[src/rtl/erase_seq_pkg.sv]
package erase_seq_pkg;
    typedef enum logic [1:0] {
        ST_IDLE      = 2'd0,
        ST_GOT_START = 2'd1,
        ST_GOT_END   = 2'd2
    } erase_st_e;

    localparam logic [5:0] IDX_SET_FIRST = 6'd32;
    localparam logic [5:0] IDX_SET_LAST  = 6'd33;
    localparam logic [5:0] IDX_DO_ERASE  = 6'd38;
    localparam logic [5:0] IDX_STATUS    = 6'd13;
endpackage

[src/rtl/erase_seq_fsm.sv]
module erase_seq_fsm
    import erase_seq_pkg::*;
(
    input  logic       clk,
    input  logic       rst_n,
    input  logic       cmd_valid,
    input  logic [5:0] cmd_index,
    input  logic       range_ok,
    output logic       ld_first,
    output logic       ld_last,
    output logic       ev_fire,
    output logic       ev_seq_err,
    output logic       ev_reset
);
    erase_st_e st_q, st_d;
    logic      is_seq_cmd;
    logic      is_status;

    assign is_seq_cmd = (cmd_index == IDX_SET_FIRST) || (cmd_index == IDX_SET_LAST) ||
                        (cmd_index == IDX_DO_ERASE);
    assign is_status  = (cmd_index == IDX_STATUS);

    always_ff @(posedge clk or negedge rst_n) begin
        if (!rst_n) st_q <= ST_IDLE;
        else        st_q <= st_d;
    end

    always_comb begin
        st_d       = st_q;
        ld_first   = 1'b0;
        ld_last    = 1'b0;
        ev_fire    = 1'b0;
        ev_seq_err = 1'b0;
        ev_reset   = 1'b0;
        if (cmd_valid) begin
            unique case (st_q)
                ST_IDLE: begin
                    if (cmd_index == IDX_SET_FIRST) begin
                        ld_first = 1'b1;
                        st_d     = ST_GOT_START;
                    end else if (is_seq_cmd) begin
                        ev_seq_err = 1'b1;
                    end
                end
                ST_GOT_START: begin
                    if (cmd_index == IDX_SET_LAST) begin
                        ld_last = 1'b1;
                        st_d    = ST_GOT_END;
                    end else if (is_seq_cmd) begin
                        ev_seq_err = 1'b1;
                        st_d       = ST_IDLE;
                    end else if (!is_status) begin
                        ev_reset = 1'b1;
                        st_d     = ST_IDLE;
                    end
                end
                ST_GOT_END: begin
                    if (cmd_index == IDX_DO_ERASE) begin
                        st_d = ST_IDLE;
                        if (range_ok) ev_fire    = 1'b1;
                        else          ev_seq_err = 1'b1;
                    end else if (is_seq_cmd) begin
                        ev_seq_err = 1'b1;
                        st_d       = ST_IDLE;
                    end else if (!is_status) begin
                        ev_reset = 1'b1;
                        st_d     = ST_IDLE;
                    end
                end
                default: st_d = ST_IDLE;
            endcase
        end
    end
endmodule

[src/rtl/erase_range_reg.sv]
module erase_range_reg #(
    parameter int ADDR_W    = 32,
    parameter int BLK_SHIFT = 9,
    localparam int BLK_W    = ADDR_W - BLK_SHIFT
) (
    input  logic              clk,
    input  logic              rst_n,
    input  logic              ld_first,
    input  logic              ld_last,
    input  logic [ADDR_W-1:0] cmd_arg,
    output logic [BLK_W-1:0]  first_blk,
    output logic [BLK_W-1:0]  last_blk,
    output logic              range_ok
);
    logic [BLK_W-1:0] arg_blk;

    assign arg_blk  = BLK_W'(cmd_arg >> BLK_SHIFT);
    assign range_ok = (last_blk >= first_blk);

    always_ff @(posedge clk or negedge rst_n) begin
        if (!rst_n) begin
            first_blk <= '0;
            last_blk  <= '0;
        end else begin
            if (ld_first) first_blk <= arg_blk;
            if (ld_last)  last_blk  <= arg_blk;
        end
    end
endmodule

[src/rtl/erase_wp_map.sv]
module erase_wp_map #(
    parameter int BLK_W     = 23,
    parameter int REG_SHIFT = 4,
    parameter int NREG      = 8
) (
    input  logic [BLK_W-1:0] first_blk,
    input  logic [BLK_W-1:0] last_blk,
    input  logic [NREG-1:0]  wp_map,
    output logic [NREG-1:0]  skip_mask
);
    logic [BLK_W-1:0] lo_reg;
    logic [BLK_W-1:0] hi_reg;

    assign lo_reg = first_blk >> REG_SHIFT;
    assign hi_reg = last_blk >> REG_SHIFT;

    for (genvar r = 0; r < NREG; r++) begin : g_region
        localparam logic [BLK_W-1:0] RIDX = BLK_W'(r);
        assign skip_mask[r] = wp_map[r] && (RIDX >= lo_reg) && (RIDX <= hi_reg);
    end
endmodule

[src/rtl/erase_status.sv]
module erase_status (
    input  logic clk,
    input  logic rst_n,
    input  logic clr,
    input  logic set_err,
    input  logic set_reset,
    input  logic set_skip,
    output logic st_err,
    output logic st_reset,
    output logic st_skip
);
    always_ff @(posedge clk or negedge rst_n) begin
        if (!rst_n) begin
            st_err   <= 1'b0;
            st_reset <= 1'b0;
            st_skip  <= 1'b0;
        end else begin
            st_err   <= (st_err   && !clr) || set_err;
            st_reset <= (st_reset && !clr) || set_reset;
            st_skip  <= (st_skip  && !clr) || set_skip;
        end
    end
endmodule

[src/rtl/erase_order_ctrl.sv]
module erase_order_ctrl #(
    parameter int ADDR_W    = 32,
    parameter int BLK_SHIFT = 9,
    parameter int REG_SHIFT = 4,
    parameter int NREG      = 8,
    localparam int BLK_W    = ADDR_W - BLK_SHIFT
) (
    input  logic              clk,
    input  logic              rst_n,
    input  logic              cmd_valid,
    input  logic [5:0]        cmd_index,
    input  logic [ADDR_W-1:0] cmd_arg,
    input  logic [NREG-1:0]   wp_map,
    input  logic              fill_ones_cfg,
    input  logic              status_clr,
    output logic              erase_req,
    output logic [BLK_W-1:0]  erase_first_blk,
    output logic [BLK_W-1:0]  erase_last_blk,
    output logic [NREG-1:0]   erase_skip_mask,
    output logic              erase_fill_ones,
    output logic              st_seq_err,
    output logic              st_seq_reset,
    output logic              st_wp_skip
);
    logic            ld_first, ld_last, range_ok;
    logic            ev_fire, ev_seq_err, ev_reset;
    logic [NREG-1:0] skip_now;

    erase_seq_fsm u_fsm (
        .clk        (clk),
        .rst_n      (rst_n),
        .cmd_valid  (cmd_valid),
        .cmd_index  (cmd_index),
        .range_ok   (range_ok),
        .ld_first   (ld_first),
        .ld_last    (ld_last),
        .ev_fire    (ev_fire),
        .ev_seq_err (ev_seq_err),
        .ev_reset   (ev_reset)
    );

    erase_range_reg #(.ADDR_W(ADDR_W), .BLK_SHIFT(BLK_SHIFT)) u_range (
        .clk       (clk),
        .rst_n     (rst_n),
        .ld_first  (ld_first),
        .ld_last   (ld_last),
        .cmd_arg   (cmd_arg),
        .first_blk (erase_first_blk),
        .last_blk  (erase_last_blk),
        .range_ok  (range_ok)
    );

    erase_wp_map #(.BLK_W(BLK_W), .REG_SHIFT(REG_SHIFT), .NREG(NREG)) u_wp (
        .first_blk (erase_first_blk),
        .last_blk  (erase_last_blk),
        .wp_map    (wp_map),
        .skip_mask (skip_now)
    );

    erase_status u_status (
        .clk       (clk),
        .rst_n     (rst_n),
        .clr       (status_clr),
        .set_err   (ev_seq_err),
        .set_reset (ev_reset),
        .set_skip  (ev_fire && (|skip_now)),
        .st_err    (st_seq_err),
        .st_reset  (st_seq_reset),
        .st_skip   (st_wp_skip)
    );

    always_ff @(posedge clk or negedge rst_n) begin
        if (!rst_n) begin
            erase_req       <= 1'b0;
            erase_skip_mask <= '0;
            erase_fill_ones <= 1'b0;
        end else begin
            erase_req <= ev_fire;
            if (ev_fire) begin
                erase_skip_mask <= skip_now;
                erase_fill_ones <= fill_ones_cfg;
            end
        end
    end
endmodule

[config.mk]
export PLATFORM = sky130hd
export DESIGN_NAME = erase_order_ctrl
export DESIGN_NICKNAME = d
export VERILOG_FILES = /design/src/rtl/erase_seq_pkg.sv /design/src/rtl/erase_seq_fsm.sv /design/src/rtl/erase_range_reg.sv /design/src/rtl/erase_wp_map.sv /design/src/rtl/erase_status.sv /design/src/rtl/erase_order_ctrl.sv
export SDC_FILE = /design/constraint.sdc
export NUM_CORES = 1
export LEC_CHECK = 0
export BUFFER_PORTS_ARGS = -buffer_cell sky130_fd_sc_hd__buf_2
export CORE_UTILIZATION = 51
export DETAILED_ROUTE_END_ITERATION = 8
export HOLD_SLACK_MARGIN = 0.05
export PLACE_DENSITY = 0.82
export SYNTH_ARGS = -nofsm -noshare
export SYNTH_HDL_FRONTEND = slang
export SYNTH_HIERARCHICAL = 1
export SYNTH_SLANG_ARGS = --single-unit
[constraint.sdc]
create_clock -name clk -period 3.5 [get_ports clk]
set_input_delay 0.35 -clock clk [delete_from_list [all_inputs] [get_ports clk]]
set_output_delay 0.35 -clock clk [all_outputs]
set_load 0.005 [all_outputs]
==> results_dict.tcl <==
set metrics [dict create \
    ys_types 49 \
    drtPass1Iterations 8 \
    reg2regPathDepth 10 \
    ctsHoldBuffers 0 \
    yosysSeqAreaShare_pct 44.5 \
    setup_ws_ps 441 \
    grt.total_usage_pct 25.1 \
    status "finished with violations" \
    hold_viol 0 \
    rows 29 \
    switching_power_uw 804 \
    syn_area_per_cell_um2 11.0 \
    drive_above_1_share_pct 40.3 \
    die_h_um 84.0 \
    violations "design-rule violations" \
    leakagePower_uw 0.00225 \
    synthCells 312 \
    crit_fanout 11 \
    grt_max_degree 38 \
    antennaDiodeCount 0 \
    yosysWarnings 6 \
    max_freq_ghz 0.327 \
    arrival_ps 3270 \
    grt_setup_unrepaired "no" \
    cts_root_buffer "clkbuf_8" \
    drt_wl_total_um 8300 \
    crit_path_start_kind "flop" \
    layout_common_cells "buf_2, dfrtp_1, nand2_1" \
    tns_ps 0 \
    grt_pass1_wl_um 13800 \
    path_clk_slew_ps 60 \
    die_x_um 84.0 \
    setup-violations-final 0 \
    grt_pass1_vias 2810 \
    syn_area_um2 3430 \
    critPathKind "flop to flop" \
    place_congestion 0.845 \
    core_area_um2 6420 \
    htreeDepth 3 \
    drt_iter0_drc 154 \
    cts_inserted_buffers 9 \
    p_clk_share_pct 27.3 \
    io_buffers 100 \
    cts.sinks 61 \
    die_area_um2 7060 \
    clock_latency_ps 330 \
    hold_class "primary input to async pin" \
    place_ws_ps 455 \
    initial_utilization_pct 53.4 \
    cts_tree "yes" \
    ant_nets 0 \
    critPathCaptureType "flop" \
    cts_setup_buffers 0 \
    p_seq_share_pct 43.9 \
    power_density_nw_per_um2 547 \
    async_reset_ff_share_pct 100 \
    syn-num-nets 390 \
    critPathRequiredTime_ps 3710 \
    drv_cap 0 \
    peakVddDrop_mv 0.352 \
    swShare_pct 35.0 \
    slew_violations 0 \
    layout_commonest_cell "buf_2" \
    drc 13 \
    num_vias 2876 \
    syn2layout_area_growth_pct 22.6 \
    overflow 0 \
    power_frac_comb_pct 28.8 \
    ioPinCount 110 \
    maxSlewHeadroom_pct 45.6 \
    wl_per_cell_um 16.7 \
    layout.nets 493 \
    hpwl_um 6100 \
    fillers 542 \
    worst_pin_slew_ps 816 \
    min_period_ps 3060 \
    synth-seq-cells 61 \
    skew_ps 6.34 \
    intPower_uw 1490 \
    antenna_found_initial 0 \
    clockBufferDepth 2 \
    synth-edff-count 0 \
    viasPerCell 5.80 \
    ctsResizeCount 0 \
    synth_top_flop_cell "dfrtp_1" \
    period_share_pct 87.4 \
]
-- area by class of cell --
cell class	instances	area, um2	share of cell area, %
Clock buffer	11	151	3.60
Clock inverter	4	47.5	1.13
Inverter	30	113	2.68
Multi-Input combinational cell	208	1730	41.2
Sequential cell	61	1530	36.3
Tap cell	77	96.3	2.29
Timing Repair Buffer	105	538	12.8
-- synth_stat cells, types with 4 or more instances --
library cell   n  area share, %
nor3_1         4           0.58
clkbuf_1       5           0.55
buf_2          7            1.0
a21o_1         6            1.3
nor2_1         6           0.66
a21oi_1       10            1.5
o21ai_0       28            4.1
inv_1         30            3.3
mux2_2        23            7.6
a211oi_1       5            1.1
mux2_4         9            3.9
nand3_1        4           0.58
nor4_1         6            1.1
nand2_1       35            3.8
ha_1          27            9.9
nor4_4         4            2.5
dfrtp_1       61             45
-- per-stage QoR --
step	std cells	instance area, um2	utilization [%]	hold WS, ps	total power, uW
2_1_floorplan	312	3430	-	54.4	1380
3_3_place_gp	481	4010	62.4	459	1630
3_5_place_dp	481	4010	62.4	469	1670
4_1_cts	496	4210	65.5	134	2300
5_1_grt	496	4210	65.5	169	2430
6_report	496	4210	65.5	108	2300
-- logic make-up (layout without fill, tap and decap cells) --
kind of cell / after synthesis / count (layout) / synth area share [%]
AND/OR/NAND/NOR: 80 / 80 / 14.7
AO/OA/AOI/OAI: 69 / 69 / 14.2
flip-flops: 61 / 61 / 44.5
buffers and inverters: 43 / 150 / 5.18
multiplexers: 32 / 32 / 11.5
adder cells (fa/ha/maj): 27 / 27 / 9.85
-- worst max-delay path, cell delays in order, from the launching register on --
cell	delay, ps
dfrtp_1	550
inv_1	100
ha_1	280
o21ai_1	70
a21oi_1	230
a2111oi_4	80
o311ai_1	360
or3b_2	510
nor3_2	180
buf_4	250
mux2_4	330
-- sequential cells by signal (all words and copies together), names as in the netlist --
signal             cells
erase_skip_mask        8
u_status/st_err        1
u_range/first_blk     23
erase_fill_ones        1
u_fsm/st_q             2
u_status/st_skip       1
erase_req              1
u_range/last_blk      23
u_status/st_reset      1
-- metal layers --
metal / up-vias / track usage, % / share of wire [%]
li1: 1338 / - / -
met1: 1419 / 32.1 / 44
met2: 103 / 41.1 / 49
met3: 16 / 4.75 / 5.4
met4: 0 / 11.8 / 1.9
met5: - / 0 / 0
-- power groups by stage --
stage	registers [uW]	clock network, uW	logic, uW
floorplan	994	0	388
global placement	1010	0	620
detailed placement	1020	0	650
CTS	1010	637	659
global route	1030	673	728
finish	1010	627	662
-- final timing paths --
path / from / to / slack (ps)
worst max register to register: u_range/first_blk[6] / erase_skip_mask[2] / 440
max in group asynchronous: rst_n / u_range/first_blk[12] / 2540
min in group clk: cmd_arg[22] / u_range/first_blk[13] / 240
worst min register to register: u_status/st_skip / u_status/st_skip / 480
worst max-delay path: u_range/first_blk[6] / erase_skip_mask[2] / 440
worst min-delay path: rst_n / erase_fill_ones / 110
No activity file was read; power rests on OpenSTA's default activity.
